<file path="config.mk">
export PLATFORM = sky130hd
export DESIGN_NAME = vser_top
export DESIGN_NICKNAME = d
export VERILOG_FILES = /design/src/rtl/vser_pkg.sv /design/src/rtl/vser_word_timer.sv /design/src/rtl/vser_shifter.sv /design/src/rtl/vser_scrambler.sv /design/src/rtl/vser_sync_det.sv /design/src/rtl/vser_top.sv
export SDC_FILE = /design/constraint.sdc
export NUM_CORES = 1
export LEC_CHECK = 0
export CAP_MARGIN = 20
export CORE_MARGIN = 2
export CORE_UTILIZATION = 41
export CTS_CLUSTER_SIZE = 40
export DETAILED_ROUTE_END_ITERATION = 16
export DONT_BUFFER_PORTS = 1
export SETUP_SLACK_MARGIN = 0.15
export SKIP_CTS_REPAIR_TIMING = 1
export SYNTH_ARGS = -nofsm -noshare
export SYNTH_HDL_FRONTEND = slang
export SYNTH_SLANG_ARGS = --single-unit
</file>
<file path="constraint.sdc">
create_clock -name clk -period 5.3 [get_ports clk]
set_clock_uncertainty 0.2 [all_clocks]
set_input_delay 1.06 -clock clk [delete_from_list [all_inputs] [get_ports clk]]
set_output_delay 1.06 -clock clk [all_outputs]
set_load 0.01 [all_outputs]
</file>
<file path="src/rtl/vser_pkg.sv">
package vser_pkg;
  typedef enum logic {
    PATH_CODED = 1'b0,
    PATH_RAW   = 1'b1
  } vser_path_e;
endpackage

</file>
<file path="src/rtl/vser_word_timer.sv">
module vser_word_timer #(
  parameter int WORD_W = 10
) (
  input  logic clk,
  input  logic rst_n,
  input  logic run,
  output logic load,
  output logic mark
);
  localparam int CNT_W = (WORD_W > 1) ? $clog2(WORD_W) : 1;
  localparam logic [CNT_W-1:0] LAST = CNT_W'(WORD_W - 1);

  logic [CNT_W-1:0] cnt_q, cnt_d;
  logic pre_q, pre_d;
  logic mark_q, mark_d;

  always_comb begin
    load   = run && (cnt_q == '0);
    cnt_d  = cnt_q;
    if (run) begin
      cnt_d = (cnt_q == LAST) ? '0 : cnt_q + CNT_W'(1);
    end
    pre_d  = load;
    mark_d = pre_q;
  end

  always_ff @(posedge clk or negedge rst_n) begin
    if (!rst_n) begin
      cnt_q  <= '0;
      pre_q  <= 1'b0;
      mark_q <= 1'b0;
    end else begin
      cnt_q  <= cnt_d;
      pre_q  <= pre_d;
      mark_q <= mark_d;
    end
  end

  assign mark = mark_q;
endmodule

</file>
<file path="src/rtl/vser_shifter.sv">
module vser_shifter
  import vser_pkg::*;
#(
  parameter int WORD_W = 10,
  parameter int PAD_W  = 2
) (
  input  logic              clk,
  input  logic              rst_n,
  input  logic              load,
  input  logic [WORD_W-1:0] word_i,
  input  vser_path_e        path_i,
  output logic              bit_o,
  output vser_path_e        path_o,
  output logic [PAD_W-1:0]  low_o
);
  logic [WORD_W-1:0] sh_q, sh_d;
  vser_path_e        path_q, path_d;

  always_comb begin
    if (load) begin
      sh_d   = word_i;
      path_d = path_i;
    end else begin
      sh_d   = {1'b0, sh_q[WORD_W-1:1]};
      path_d = path_q;
    end
  end

  always_ff @(posedge clk or negedge rst_n) begin
    if (!rst_n) begin
      sh_q   <= '0;
      path_q <= PATH_CODED;
    end else begin
      sh_q   <= sh_d;
      path_q <= path_d;
    end
  end

  assign bit_o  = sh_q[0];
  assign path_o = path_q;
  assign low_o  = sh_q[PAD_W-1:0];
endmodule

</file>
<file path="src/rtl/vser_scrambler.sv">
module vser_scrambler #(
  parameter int SCR_LEN = 9,
  parameter int SCR_TAP = 4
) (
  input  logic               clk,
  input  logic               rst_n,
  input  logic               bit_i,
  input  logic               raw_i,
  output logic               sdo_o,
  output logic [SCR_LEN-1:0] hist_o
);
  logic [SCR_LEN-1:0] hist_q, hist_d;
  logic y_q, y_d;
  logic sdo_q, sdo_d;
  logic s_n, y_n;

  always_comb begin
    s_n    = bit_i ^ hist_q[SCR_TAP-1] ^ hist_q[SCR_LEN-1];
    y_n    = y_q ^ s_n;
    hist_d = hist_q;
    y_d    = y_q;
    if (!raw_i) begin
      hist_d = {hist_q[SCR_LEN-2:0], s_n};
      y_d    = y_n;
    end
    sdo_d = raw_i ? bit_i : y_n;
  end

  always_ff @(posedge clk or negedge rst_n) begin
    if (!rst_n) begin
      hist_q <= '0;
      y_q    <= 1'b0;
      sdo_q  <= 1'b0;
    end else begin
      hist_q <= hist_d;
      y_q    <= y_d;
      sdo_q  <= sdo_d;
    end
  end

  assign sdo_o  = sdo_q;
  assign hist_o = hist_q;
endmodule

</file>
<file path="src/rtl/vser_sync_det.sv">
module vser_sync_det #(
  parameter int WORD_W = 10,
  parameter int PAD_W  = 2
) (
  input  logic              clk,
  input  logic              rst_n,
  input  logic              load,
  input  logic [WORD_W-1:0] word_i,
  input  logic              block_i,
  output logic              det_o
);
  logic lead, zero;
  logic lead1_q, lead1_d, lead2_q, lead2_d, zero1_q, zero1_d;
  logic det_q, det_d;

  always_comb begin
    lead    = &word_i[WORD_W-1:PAD_W];
    zero    = (word_i == '0);
    lead1_d = lead1_q;
    lead2_d = lead2_q;
    zero1_d = zero1_q;
    det_d   = det_q;
    if (load) begin
      lead2_d = lead1_q;
      lead1_d = lead;
      zero1_d = zero;
      det_d   = lead2_q && zero1_q && zero && !block_i;
    end
  end

  always_ff @(posedge clk or negedge rst_n) begin
    if (!rst_n) begin
      lead1_q <= 1'b0;
      lead2_q <= 1'b0;
      zero1_q <= 1'b0;
      det_q   <= 1'b0;
    end else begin
      lead1_q <= lead1_d;
      lead2_q <= lead2_d;
      zero1_q <= zero1_d;
      det_q   <= det_d;
    end
  end

  assign det_o = det_q;
endmodule

</file>
<file path="src/rtl/vser_top.sv">
module vser_top
  import vser_pkg::*;
#(
  parameter int WORD_W  = 10,
  parameter int PAD_W   = 2,
  parameter int SCR_LEN = 9,
  parameter int SCR_TAP = 4
) (
  input  logic              clk,
  input  logic              rst_n,
  input  logic [WORD_W-1:0] din,
  input  logic              narrow,
  input  logic              bypass,
  input  logic              sync_off,
  output logic              word_take,
  output logic              word_mark,
  output logic              sdo,
  output logic              sync_det
);
  logic [1:0]        rs_q;
  logic              rst_int_n;
  logic [WORD_W-1:0] word_eff;
  logic              load;
  logic              ser_bit;
  vser_path_e        path_in, path_q;
  logic              raw_q;
  logic [PAD_W-1:0]  pad_low;
  logic [SCR_LEN-1:0] scr_hist;

  // reset asserts at once, leaves after two clean edges
  always_ff @(posedge clk or negedge rst_n) begin
    if (!rst_n) rs_q <= 2'b00;
    else        rs_q <= {rs_q[0], 1'b1};
  end
  assign rst_int_n = rs_q[1];

  always_comb begin
    word_eff = narrow ? {din[WORD_W-1:PAD_W], {PAD_W{1'b0}}} : din;
    path_in  = bypass ? PATH_RAW : PATH_CODED;
    raw_q    = (path_q == PATH_RAW);
  end

  vser_word_timer #(.WORD_W(WORD_W)) u_timer (
    .clk(clk), .rst_n(rst_int_n), .run(rst_int_n), .load(load), .mark(word_mark)
  );

  vser_shifter #(.WORD_W(WORD_W), .PAD_W(PAD_W)) u_shift (
    .clk(clk), .rst_n(rst_int_n), .load(load), .word_i(word_eff),
    .path_i(path_in), .bit_o(ser_bit), .path_o(path_q), .low_o(pad_low)
  );

  vser_scrambler #(.SCR_LEN(SCR_LEN), .SCR_TAP(SCR_TAP)) u_scr (
    .clk(clk), .rst_n(rst_int_n), .bit_i(ser_bit), .raw_i(raw_q),
    .sdo_o(sdo), .hist_o(scr_hist)
  );

  vser_sync_det #(.WORD_W(WORD_W), .PAD_W(PAD_W)) u_sync (
    .clk(clk), .rst_n(rst_int_n), .load(load), .word_i(word_eff),
    .block_i(sync_off | bypass), .det_o(sync_det)
  );

  assign word_take = load;
endmodule

</file>
After elaboration in Yosys (flattened, before gate mapping):

Index checks and enable logic that the tools add are counted.

* register bits after elaboration: 34
* bits in latches: 0
* RAM bits: 0
* ROM bits: 0
* output and inout port bits: 4
* logic and storage cells: 32
* memories: 0

* add/subtract/negate cells: 1
* multipliers: 0
* divide/modulo/power cells: 0
* order comparisons: 0
* equal/unequal tests: 1
* shift-type cells: 0
* multiplexer cells: 5
* bitwise operators: 4
* reduce and logical (&&, ||, !) cells: 8

Operator list (number)
* zero test 10 bit: 1
* 2-to-1 mux 10 bit: 1
* AND reduction 8 bit: 1
* adder 4 x 1 -> 4 bit (second input constant): 1
* == test 4 bit (second input constant): 1
* logical AND 1 bit: 4
* zero test 4 bit: 1
* 2-to-1 mux 4 bit: 1
* bitwise XOR 1 bit: 3
* 2-to-1 mux 1 bit: 2
* 2-to-1 mux 2 bit: 1
* zero test 1 bit: 1
* OR 1 bit: 1

Logic depth before layout (Yosys ltp):

Gate-level depths: netlist of the first run.

* depth in word-level cells: 4
* gate-level depth with buffers: 5
* mapped depth without buffers: 4

Modules after synthesis:

Synthesis of the first run repeated with hierarchy kept, for this count alone.

* cells, all modules: 100
* area, all modules: 1450.1 µm²

Modules (own cells, without submodules)
* vser_shifter: instances 1, cells an instance 25, area an instance 455.4 µm², sequential area each 275.3 µm²
* vser_scrambler: instances 1, cells an instance 30, area an instance 451.7 µm², sequential area each 275.3 µm²
* vser_word_timer: instances 1, cells an instance 20, area an instance 247.7 µm², sequential area each 150.1 µm²
* vser_sync_det: instances 1, cells an instance 19, area an instance 222.7 µm², sequential area each 100.1 µm²
* vser_top: instances 1, cells an instance 6, area an instance 72.6 µm², sequential area each 50.0 µm²

Worst setup path before layout of the first run:

No wires, ideal clock.

* path kind: flip-flop to output port
* from: reg rs_q[1]
* to: out word_take
* arrival time: 1.578 ns
* required time: 4.040 ns
* setup slack: 2.462 ns
* stages on the path, launching flop included: 4
* path buffers: 1
* path through: dfrtp_1 nand2_2 clkinv_2 buf_12

* word-level cells in the longest chain between the ends: 1

RTL lines
* from (decl): RTL line vser_top.sv:20 `logic [1:0] rs_q;`
* from (signal assigned): RTL line vser_top.sv:33 `else rs_q <= {rs_q[0], 1'b1};`
* logical AND 1 bit: RTL line vser_word_timer.sv:18 `load = run && (cnt_q == '0);`
* to (decl): RTL line vser_top.sv:15 `output logic word_take,`

No other way between the ends.

Worst setup path after layout of the first run:

* from: reg u_timer.cnt_q[1]
* to: out word_take

* word-level cells in the longest chain between the ends: 2

RTL lines
* from (decl): RTL line vser_word_timer.sv:13 `logic [CNT_W-1:0] cnt_q, cnt_d;`
* from (signal assigned): RTL line vser_word_timer.sv:33 `cnt_q <= cnt_d;`
* zero test 4 bit: RTL line vser_word_timer.sv:18
* logical AND 1 bit: RTL line vser_word_timer.sv:18

No other way between the ends.

==> results of run 1 <==
[logic make-up (layout without fill, tap and decap cells)]
kind of cell | count (synthesis) | after routing | synth area share (%)
AND/OR/NAND/NOR | 24 | 24 | 10.5
multiplexers | 23 | 23 | 20.2
buffers and inverters | 4 | 9 | 2.30
other | 1 | 1 | 0.265
AO/OA/AOI/OAI | 7 | 7 | 3.53
flip-flops | 34 | 34 | 60.1
XOR/XNOR | 5 | 5 | 3.09
[registers in the layout, summed over array words and instances (netlist names), 2 cells and up]
| register | count |
|---|---|
| u_shift.sh_q | 10 |
| u_scr.hist_o | 9 |
| u_timer.cnt_q | 4 |
| rs_q | 2 |
[path summary, 6_finish.rpt]
check                      cells after the start  slack, ns               end        startpoint
setup / recovery                               3       2.48         word_take  u_timer.cnt_q[1]
hold / removal                                 1       0.08  u_timer.cnt_q[2]           rs_q[1]
setup reg to reg                               4       3.38    u_shift.path_o  u_timer.cnt_q[1]
hold reg to reg                                1       0.08  u_timer.cnt_q[2]           rs_q[1]
max in group asynchronous                      1       4.51  u_timer.cnt_q[0]           rs_q[1]
min in group clk                               0       0.15           rs_q[1]           rs_q[0]
[per-layer routing]
layer / GRT usage [%] / share of wire [%] / routed length [um] / up-vias
met5: 0 / 0 / 0 / -
met2: 19.4 / 46 / 989 / 15
li1: - / - / - / 352
met4: 6.67 / 1.2 / 26 / 0
met1: 16.3 / 47 / 1010 / 348
met3: 6.31 / 6.3 / 137 / 2
[power by group]
part           switching, mW  internal (mW)  leakage (nW)
Sequential            0.0836          0.356         0.435
Clock                 0.0741         0.0597        0.0302
Combinational         0.0781          0.144         0.227
[metrics by stage]
stage	hold slack [ns]	total power [mW]	util (%)	instance area, um^2
after floorplan	0.131	0.631	-	1420
after global placement	0.0876	0.656	43.7	1460
after detailed placement	0.0971	0.671	43.7	1460
after CTS	0.100	0.807	45.2	1510
after global routing	0.134	0.860	45.2	1510
final	0.0777	0.796	45.2	1510
[cell usage after synthesis, drive strengths merged]
| cell | count |
|---|---|
| buf | 2 |
| nand3 | 2 |
| o31ai | 1 |
| o21ai | 2 |
| xor2 | 2 |
| nor4 | 3 |
| inv | 1 |
| nor3 | 1 |
| mux2 | 21 |
| nand2 | 3 |
| and2b | 1 |
| conb | 1 |
| and3 | 1 |
| mux2i | 2 |
| xnor2 | 3 |
| nor2b | 5 |
| nor2 | 5 |
| a21o | 2 |
| nand4 | 2 |
| and4b | 1 |
| dfrtp | 34 |
| o211ai | 1 |
| a21bo | 1 |
| clkinv | 1 |
[layout make-up]
type / count / area share [%]
Clock buffer: 6 / 3.40
Inverter: 2 / 0.580
Multi-Input combinational cell: 60 / 35.3
Sequential cell: 34 / 56.4
Tap cell: 46 / 3.81
Timing Repair Buffer: 1 / 0.498
[worst register-to-register path, delay by kind of cell, from the launching register on]
| family | cells | cell delay [ns] |
|---|---|---|
| flip-flops | 1 | 0.46 |
| multiplexers | 1 | 0.37 |
| AND/OR/NAND/NOR | 2 | 0.53 |
| buffers and inverters | 1 | 0.26 |
==> metrics.md, run 1 <==
| Metric | Value |
|---|---|
| Antenna cells | `0` |
| Leading cell types in the layout, fill and taps excluded | `dfrtp_1 (34), mux2_2 (13), mux2_4 (8)` |
| WS Path Type | `flop to output port` |
| Sequence of cells on the critical path | `nor4_4, nand2_2, clkinv_2` |
| Num rows | `21` |
| I/O pin count | `19` |
| Fillcell total | `roughly 320` |
| Register Area | `around 850 um^2` |
| Final setup violation count | `0` |
| Worst Path Required | `roughly 4.0 ns` |
| Setup TNS Final | `0 ns` |
| CP delay by family, top | `simple AND/OR/NAND/NOR gates` |
| Most common cell after layout, fill and taps aside | `dfrtp_1` |
| Tot GR Track Use | `13.2%` |
| Largest net degree at the start of global routing | `40` |
| Core area | `~0.0033 mm^2` |
| Max Slew Vio Count | `0` |
| H-tree depth | `2` |
| CTS tree | `built` |
| Mapped Cells | `98` |
| Buffers on Ports | `0` |
| Area of the die | `around 0.0039 mm^2` |
| Status | `completed` |
| RSZ-0062 raised after global routing | `no` |
| Syn nets | `about 110` |
| Clk_lat worst skew | `0.31 ns` |
| Distinct cells, synth | `28` |
| Pre-CTS setup slack | `2.81 ns` |
| Antenna viol nets, final | `0` |
| Layout Nets | `119` |
| Crit-path max cell delay | `around 0.46 ns` |
| Multi-input gate area | `533 um^2` |
| CTS Buf Count | `5` |
| Vias in the first global route | `796` |
| Routed vias | `717` |
| Number of max-cap violations | `0` |
| Initial DRC count | `22` |
| Hold/Removal Path Class | `flop to asynchronous set/reset pin` |
| GPL Wtd Cong | `between 0.7 and 0.8` |
| Starting density of the core | `a little over two fifths` |
| Crit. End Element | `output port` |
| Yosys top cell area share | `60.1%` |
| Netlist Area Pre-Place | `0.00142 mm^2` |
| Critical path arrival | `1.56 ns` |
| Syn-to-layout area delta | `6.54%` |
| Hpwl dp | `about 1600 um` |
| Worst setup SP type | `flop` |
| Via/cell ratio | `just under 5` |
| Die width | `62.8 um` |
| Bufs on Longest Clock Path | `2` |
| First-pass DRT Iterations | `3` |
| CTS clk-pin slew, worst paths | `about 0.09 ns` |
| Synth area leader | `dfrtp_1` |
| Critical path peak fanout | `12` |
| CP Buf/Inv Count | `1` |
| Wirelength per Cell | `14.5 um` |
| Final worst slack | `about 2.5 ns` |
| Pwr/cell area | `roughly 530 mW/mm^2` |
| Leakage | `between 0.6 and 0.7 nW` |
| Register area share after synthesis | `between 60 and 70%` |
| Total wire length | `2170 um` |
| Final non-filler cell total | `149` |
| F_max | `354 MHz` |
| Synth warn | `0` |
| Clk sink count | `34` |
| Fin crit share | `53.3%` |
| Hold Violations, Final | `0` |
| Die Span Y | `62.8 um` |
| Dominant cells by area after synthesis | `dfrtp_1 (60%), mux2_2 (10%), mux2_4 (8.5%)` |
| Tmin final | `2.82 ns` |
| GR Overflow Total | `0` |
| Drt drc | `0` |
| Max VDD drop | `0.000242 V` |
| #FFs+latches synth | `34` |
| Antenna violations before repair | `0` |
| First-pass GRT wire length | `between 3000 and 4000 um` |
| Dpl cells | `143` |
| Share of cells above drive strength 1 | `31.1%` |
| Avg Inst Size Synth | `between 10 and 15 um^2` |
| Root buf cell | `clkbuf_4` |
| Critical Path Slowest Stage Cell | `dfrtp_1` |
No activity file was read; power rests on OpenSTA's default activity.
==> run 2: changes to the inputs <==
clock period = 2.6 ns   (was 5.3 ns; I/O delays follow)
==> run 2 against run 1 <==
Compared with the run above: sequential share of layout area down 0.69 points; sequential cell count unchanged; cell area up 1.2%; non-clock buffer count up 1; register-to-register slack worse by 2.7 ns; die area unchanged; via count up 5.9%; first-iteration DRC count down 45%; critical path type unchanged; largest cell class unchanged.
==> metrics.md, run 2 (same netlist as run 1, synthesis figures left out) <==
| Metric | Value |
|---|---|
| Status | `completed` |
| Total wire length | `2280 um (+5.3%)` |
| Pwr/cell area | `1080 mW/mm^2 (+100%)` |
| Worst setup SP type | `flop` |
| CP delay by family, top | `simple AND/OR/NAND/NOR gates` |
| Crit. End Element | `output port` |
| Vias in the first global route | `839 (+5.4%)` |
| Area of the die | `0.00394 mm^2 (unchanged)` |
| Antenna cells | `0 (unchanged)` |
| Max VDD drop | `0.000427 V (+77%)` |
| Final setup violation count | `0 (unchanged)` |
| Root buf cell | `clkbuf_4` |
| Max reg flops | `10 (unchanged)` |
| Reg with most FFs | `u_shift.sh_q` |
| GR Overflow Total | `0 (unchanged)` |
| Num rows | `21 (unchanged)` |
| Buffers on Ports | `0 (unchanged)` |
| RSZ-0062 raised after global routing | `no` |
| Number of max-cap violations | `0 (unchanged)` |
| Syn-to-layout area delta | `7.86%` |
| Antenna viol nets, final | `0 (unchanged)` |
| Crit-path max cell delay | `0.46 ns (about the same)` |
| Setup TNS Final | `0 ns (unchanged)` |
| Multi-input gate area | `533 um^2 (unchanged)` |
| Sequence of cells on the critical path | `nor4_4, nand2_2, clkinv_2` |
| Antenna violations before repair | `0 (unchanged)` |
| Max Slew Vio Count | `0 (unchanged)` |
| Clk_lat worst skew | `0.33 ns (+0.02 ns)` |
| Core area | `0.00334 mm^2 (unchanged)` |
| Critical path peak fanout | `12 (unchanged)` |
| Layout Nets | `120 (+0.84%)` |
| Worst Path Required | `1.88 ns (-2.16 ns)` |
| Fin crit share | `around nine tenths` |
| Largest net degree at the start of global routing | `39 (-2.5%)` |
| Wirelength per Cell | `15.0 um (+3.2%)` |
| Fillcell total | `322 (+1.9%)` |
| Bufs on Longest Clock Path | `2 (unchanged)` |
| I/O pin count | `19 (unchanged)` |
| Die Span Y | `62.8 um (unchanged)` |
| Critical path arrival | `1.57 ns (about the same)` |
| Hold/Removal Path Class | `input port to flop` |
| Tmin final | `2.29 ns` |
| Share of cells above drive strength 1 | `31.1% (+0.064 points)` |
| First-pass DRT Iterations | `2 (-1)` |
| CTS clk-pin slew, worst paths | `0.10 ns (about the same)` |
| WS Path Type | `flop to output port` |
| Via/cell ratio | `4.99 (+3.8%)` |
| Leading cell types in the layout, fill and taps excluded | `dfrtp_1 (34), mux2_2 (13), mux2_4 (8)` |
| Pre-CTS setup slack | `0.678 ns (-2.13 ns)` |
| GPL Wtd Cong | `0.668 (-9.0%)` |
| Most common cell after layout, fill and taps aside | `dfrtp_1` |
| CTS Buf Count | `5 (unchanged)` |
| Critical Path Slowest Stage Cell | `dfrtp_1` |
| Tot GR Track Use | `13.7% (+0.48 points)` |
| Routed vias | `759 (+5.9%)` |
| Register Area | `851 um^2 (unchanged)` |
| Starting density of the core | `42.4% (unchanged)` |
| CTS tree | `built` |
| Leakage | `0.702 nW (+1.3%)` |
| Initial DRC count | `12 (-45%)` |
| Hold Violations, Final | `0 (unchanged)` |
| CP Buf/Inv Count | `1 (unchanged)` |
| H-tree depth | `2 (unchanged)` |
| First-pass GRT wire length | `3940 um (+2.9%)` |
| Drt drc | `0 (unchanged)` |
| F_max | `between 400 and 500 MHz` |
| Hpwl dp | `1630 um (+4.2%)` |
| Die width | `62.8 um (unchanged)` |
| Clk sink count | `34 (unchanged)` |
| Final worst slack | `0.306 ns (-2.17 ns)` |
-- run 2: cell count changes in the layout (fill, tap and decap cells not counted) --
cell | before | now
clkinv_2 | 1 | 2
dlygate4sd3_1 | 0 | 1
clkbuf_1 | 0 | 1
-- run 2: worst reg2reg max path, stage by stage (launching register included) --
cell      delay, ns
dfrtp_1        0.46
nor4_4         0.39
nand2_2        0.15
clkinv_2       0.25
mux2_2         0.37
-- run 2: power breakdown --
group / internal, mW / leakage [nW] / switching [mW]
registers: 0.725 / 0.435 / 0.172
logic: 0.295 / 0.231 / 0.156
clock network: 0.131 / 0.0353 / 0.164
total: 1.15 / 0.702 / 0.492
-- run 2: per-layer routing --
layer	global-route usage, %	vias up	routed length, um
met4	5.83	0	27
met5	0	-	0
li1	-	357	-
met3	6.67	4	145
met2	21.6	23	1120
met1	15.8	375	985
-- run 2: through the flow --
stage | instance area [um^2] | hold slack (ns) | utilization [%] | power (mW) | cells
floorplan | 1420 | 0.0244 | - | 1.29 | 98
global placement | 1460 | 0.0245 | 43.7 | 1.33 | 143
detailed placement | 1460 | 0.0244 | 43.7 | 1.37 | 143
CTS | 1520 | -0.344 | 45.5 | 1.67 | 151
global route | 1530 | 0.0927 | 45.8 | 1.77 | 152
finish | 1530 | 0.125 | 45.8 | 1.64 | 152
-- run 2: path summary, 6_finish.rpt --
check	startpoint	endpoint	slack, ns	cells after the start
max	u_timer.cnt_q[1]	word_take	0.31	3
max in group asynchronous	rs_q[1]	u_shift.sh_q[0]	1.73	1
min reg2reg	rs_q[1]	u_timer.cnt_q[0]	0.16	1
min in group asynchronous	rs_q[1]	u_timer.cnt_q[0]	0.16	1
min	din[2]	u_shift.sh_q[2]	0.12	1
max reg2reg	u_timer.cnt_q[1]	u_shift.path_o	0.69	4
-- run 2: final cells by class --
| type | instances | area share (%) |
|---|---|---|
| clock buffer | 7 | 3.60 |
| clock inverter | 1 | 0.328 |
| inverter | 2 | 0.573 |
| multi-input combinational | 60 | 34.9 |
| sequential | 34 | 55.7 |
| tap | 46 | 3.77 |
| timing repair buffer | 2 | 1.15 |
==> run 3: changes to the inputs <==
CORE_MARGIN = not set   (was 2)
clock period = 2.65 ns   (was 2.6 ns; I/O delays follow)
==> run 3 against run 2 <==
Compared with the run above: sequential cell count unchanged; critical path type unchanged; first-iteration DRC count rose to 4.5 times the previous value; largest power group unchanged; worst setup slack better by 0.068 ns; critical endpoint unchanged; sequential power down 2%; total power down 1.7%; non-clock buffer count unchanged.
==> metrics.md, run 3 (same netlist as run 1, synthesis figures left out) <==
| Metric | Value |
|---|---|
| Status | `completed` |
| Most common cell after layout, fill and taps aside | `dfrtp_1` |
| Critical Path Slowest Stage Cell | `dfrtp_1` |
| Worst hold stages | `1 (unchanged)` |
| Pre-CTS setup slack | `0.743 ns (+0.0649 ns)` |
| Sequence of cells on the critical path | `nor4_4, nand2_2, clkinv_2` |
| H-tree depth | `2 (unchanged)` |
| Number of max-cap violations | `0 (unchanged)` |
| Bufs on Longest Clock Path | `2 (unchanged)` |
| Area post-placement | `0.00146 mm^2 (-0.17%)` |
| RR Endpoint | `u_shift.path_o` |
| Dpl cells | `141 (-1.4%)` |
| Area of the die | `0.00369 mm^2 (-6.3%)` |
| Antenna cells | `0 (unchanged)` |
| Antenna violations before repair | `0 (unchanged)` |
| Root buf cell | `clkbuf_4` |
| Tot GR Track Use | `14.7% (+1.0 points)` |
| GR Overflow Total | `0 (unchanged)` |
| Final non-filler cell total | `150 (-1.3%)` |
| Worst hold endpoint | `u_shift.sh_q[6]` |
| F_max | `439 MHz` |
| Tmin final | `2.28 ns` |
| Leakage | `0.702 nW (unchanged)` |
| Max reg flops | `10 (unchanged)` |
| WS Path Type | `flop to output port` |
| Pwr/cell area | `1060 mW/mm^2 (-1.6%)` |
| Routed vias | `750 (-1.2%)` |
| CTS tree | `built` |
| Final hold slack | `0.134 ns (+0.00904 ns)` |
| Wirelength per Cell | `14.4 um (-3.7%)` |
| R2r setup slk | `0.77 ns (+0.08 ns)` |
| Die Span Y | `60.8 um (-3.2%)` |
| Die width | `60.8 um (-3.2%)` |
| R2R depth | `4 (unchanged)` |
| Layout Nets | `120 (unchanged)` |
| Largest net degree at the start of global routing | `39 (unchanged)` |
| Register Area | `851 um^2 (unchanged)` |
| Worst setup SP type | `flop` |
| Vias in the first global route | `787 (-6.2%)` |
| Total wire length | `2170 um (-5.0%)` |
| Hpwl dp | `1520 um (-6.4%)` |
| First-pass GRT wire length | `3700 um (-6.1%)` |
| CTS clk-pin slew, worst paths | `0.10 ns (about the same)` |
| Clk sink count | `34 (unchanged)` |
| I/O pin count | `19 (unchanged)` |
| Max VDD drop | `0.000502 V (+18%)` |
| Hold Violations, Final | `0 (unchanged)` |
| Setup TNS Final | `0 ns (unchanged)` |
| Num rows | `20 (-4.8%)` |
| First-pass DRT Iterations | `4 (+2)` |
| Via/cell ratio | `5.00 (+0.13%)` |
| CTS Buf Count | `5 (unchanged)` |
| Clk_lat worst skew | `0.33 ns (about the same)` |
| Crit. End Element | `output port` |
| RSZ-0062 raised after global routing | `no` |
| Fillcell total | `310 (-3.7%)` |
| Final worst slack | `0.374 ns (+0.0679 ns)` |
| Final instance area | `0.00153 mm^2 (-0.16%)` |
| Multi-input gate area | `533 um^2 (unchanged)` |
| Core area | `0.00315 mm^2 (-5.5%)` |
| Crit-path max cell delay | `0.46 ns (about the same)` |
| Reg with most FFs | `u_shift.sh_q` |
| Fin crit share | `85.9%` |
| Drt drc | `0 (unchanged)` |
| Syn-to-layout area delta | `7.69%` |
| Worst Path Required | `1.92 ns (+0.04 ns)` |
| Worst flop-to-flop path startpoint | `u_timer.cnt_q[1]` |
| Buffers on Ports | `0 (unchanged)` |
| Initial DRC count | `54 (+42)` |
| GPL Wtd Cong | `0.731 (+9.4%)` |
| Hold path start | `din[6]` |
| Critical path arrival | `1.55 ns (-0.02 ns)` |
| Share of cells above drive strength 1 | `31.1% (unchanged)` |
| Starting density of the core | `44.9% (+2.5 points)` |
| Leading cell types in the layout, fill and taps excluded | `dfrtp_1 (34), mux2_2 (13), mux2_4 (8)` |
| Hold/Removal Path Class | `input port to flop` |
| Final setup violation count | `0 (unchanged)` |
| Critical path peak fanout | `12 (unchanged)` |
| Antenna viol nets, final | `0 (unchanged)` |
| Max Slew Vio Count | `0 (unchanged)` |
run 3: worst max-delay path by stage:
stage / to / slack [ns] / depth (start not counted) / start
CTS: word_take / 0.33 / 3 / u_timer.cnt_q[1]
finish: word_take / 0.37 / 3 / u_timer.cnt_q[1]
floorplan: word_take / 0.34 / 3 / rs_q[1]
detailed placement: word_take / 0.74 / 3 / u_timer.cnt_q[1]
global route: word_take / 0.26 / 3 / u_timer.cnt_q[1]
global placement: word_take / 0.78 / 3 / u_timer.cnt_q[1]
run 3: area by class of cell:
cell class                      count  share of cell area (%)
Multi-Input combinational cell     60                    34.9
Clock inverter                      1                   0.328
Inverter                            2                   0.574
Tap cell                           44                    3.61
Sequential cell                    34                    55.8
Timing Repair Buffer                2                    1.15
Clock buffer                        7                    3.61
run 3: where the power goes:
| group | switching, mW | internal (mW) | total [mW] | leakage, nW |
|---|---|---|---|---|
| clock network | 0.166 | 0.128 | 0.295 | 0.0353 |
| registers | 0.167 | 0.711 | 0.878 | 0.435 |
| logic | 0.153 | 0.289 | 0.442 | 0.231 |
run 3: per-layer routing:
layer	global-route usage [%]	wire (um)	vias to the layer above
met3	7.25	160	5
met5	0	0	-
li1	-	-	354
met4	5.84	37	0
met2	21.4	991	18
met1	18.8	978	373
run 3: metrics by stage:
| step | util [%] | total power, mW |
|---|---|---|
| 4_1_cts | 48.1 | 1.63 |
| 6_report | 48.4 | 1.61 |
| 5_1_grt | 48.4 | 1.73 |
| 3_5_place_dp | 46.2 | 1.34 |
| 3_3_place_gp | 46.2 | 1.31 |
| 2_1_floorplan | - | 1.26 |
run 3: critical path: cells and delay by family (launching register included):
kind | cells | cell delay, ns
buffers and inverters | 1 | 0.24
DFF | 1 | 0.46
and+or+nand+nor | 2 | 0.51
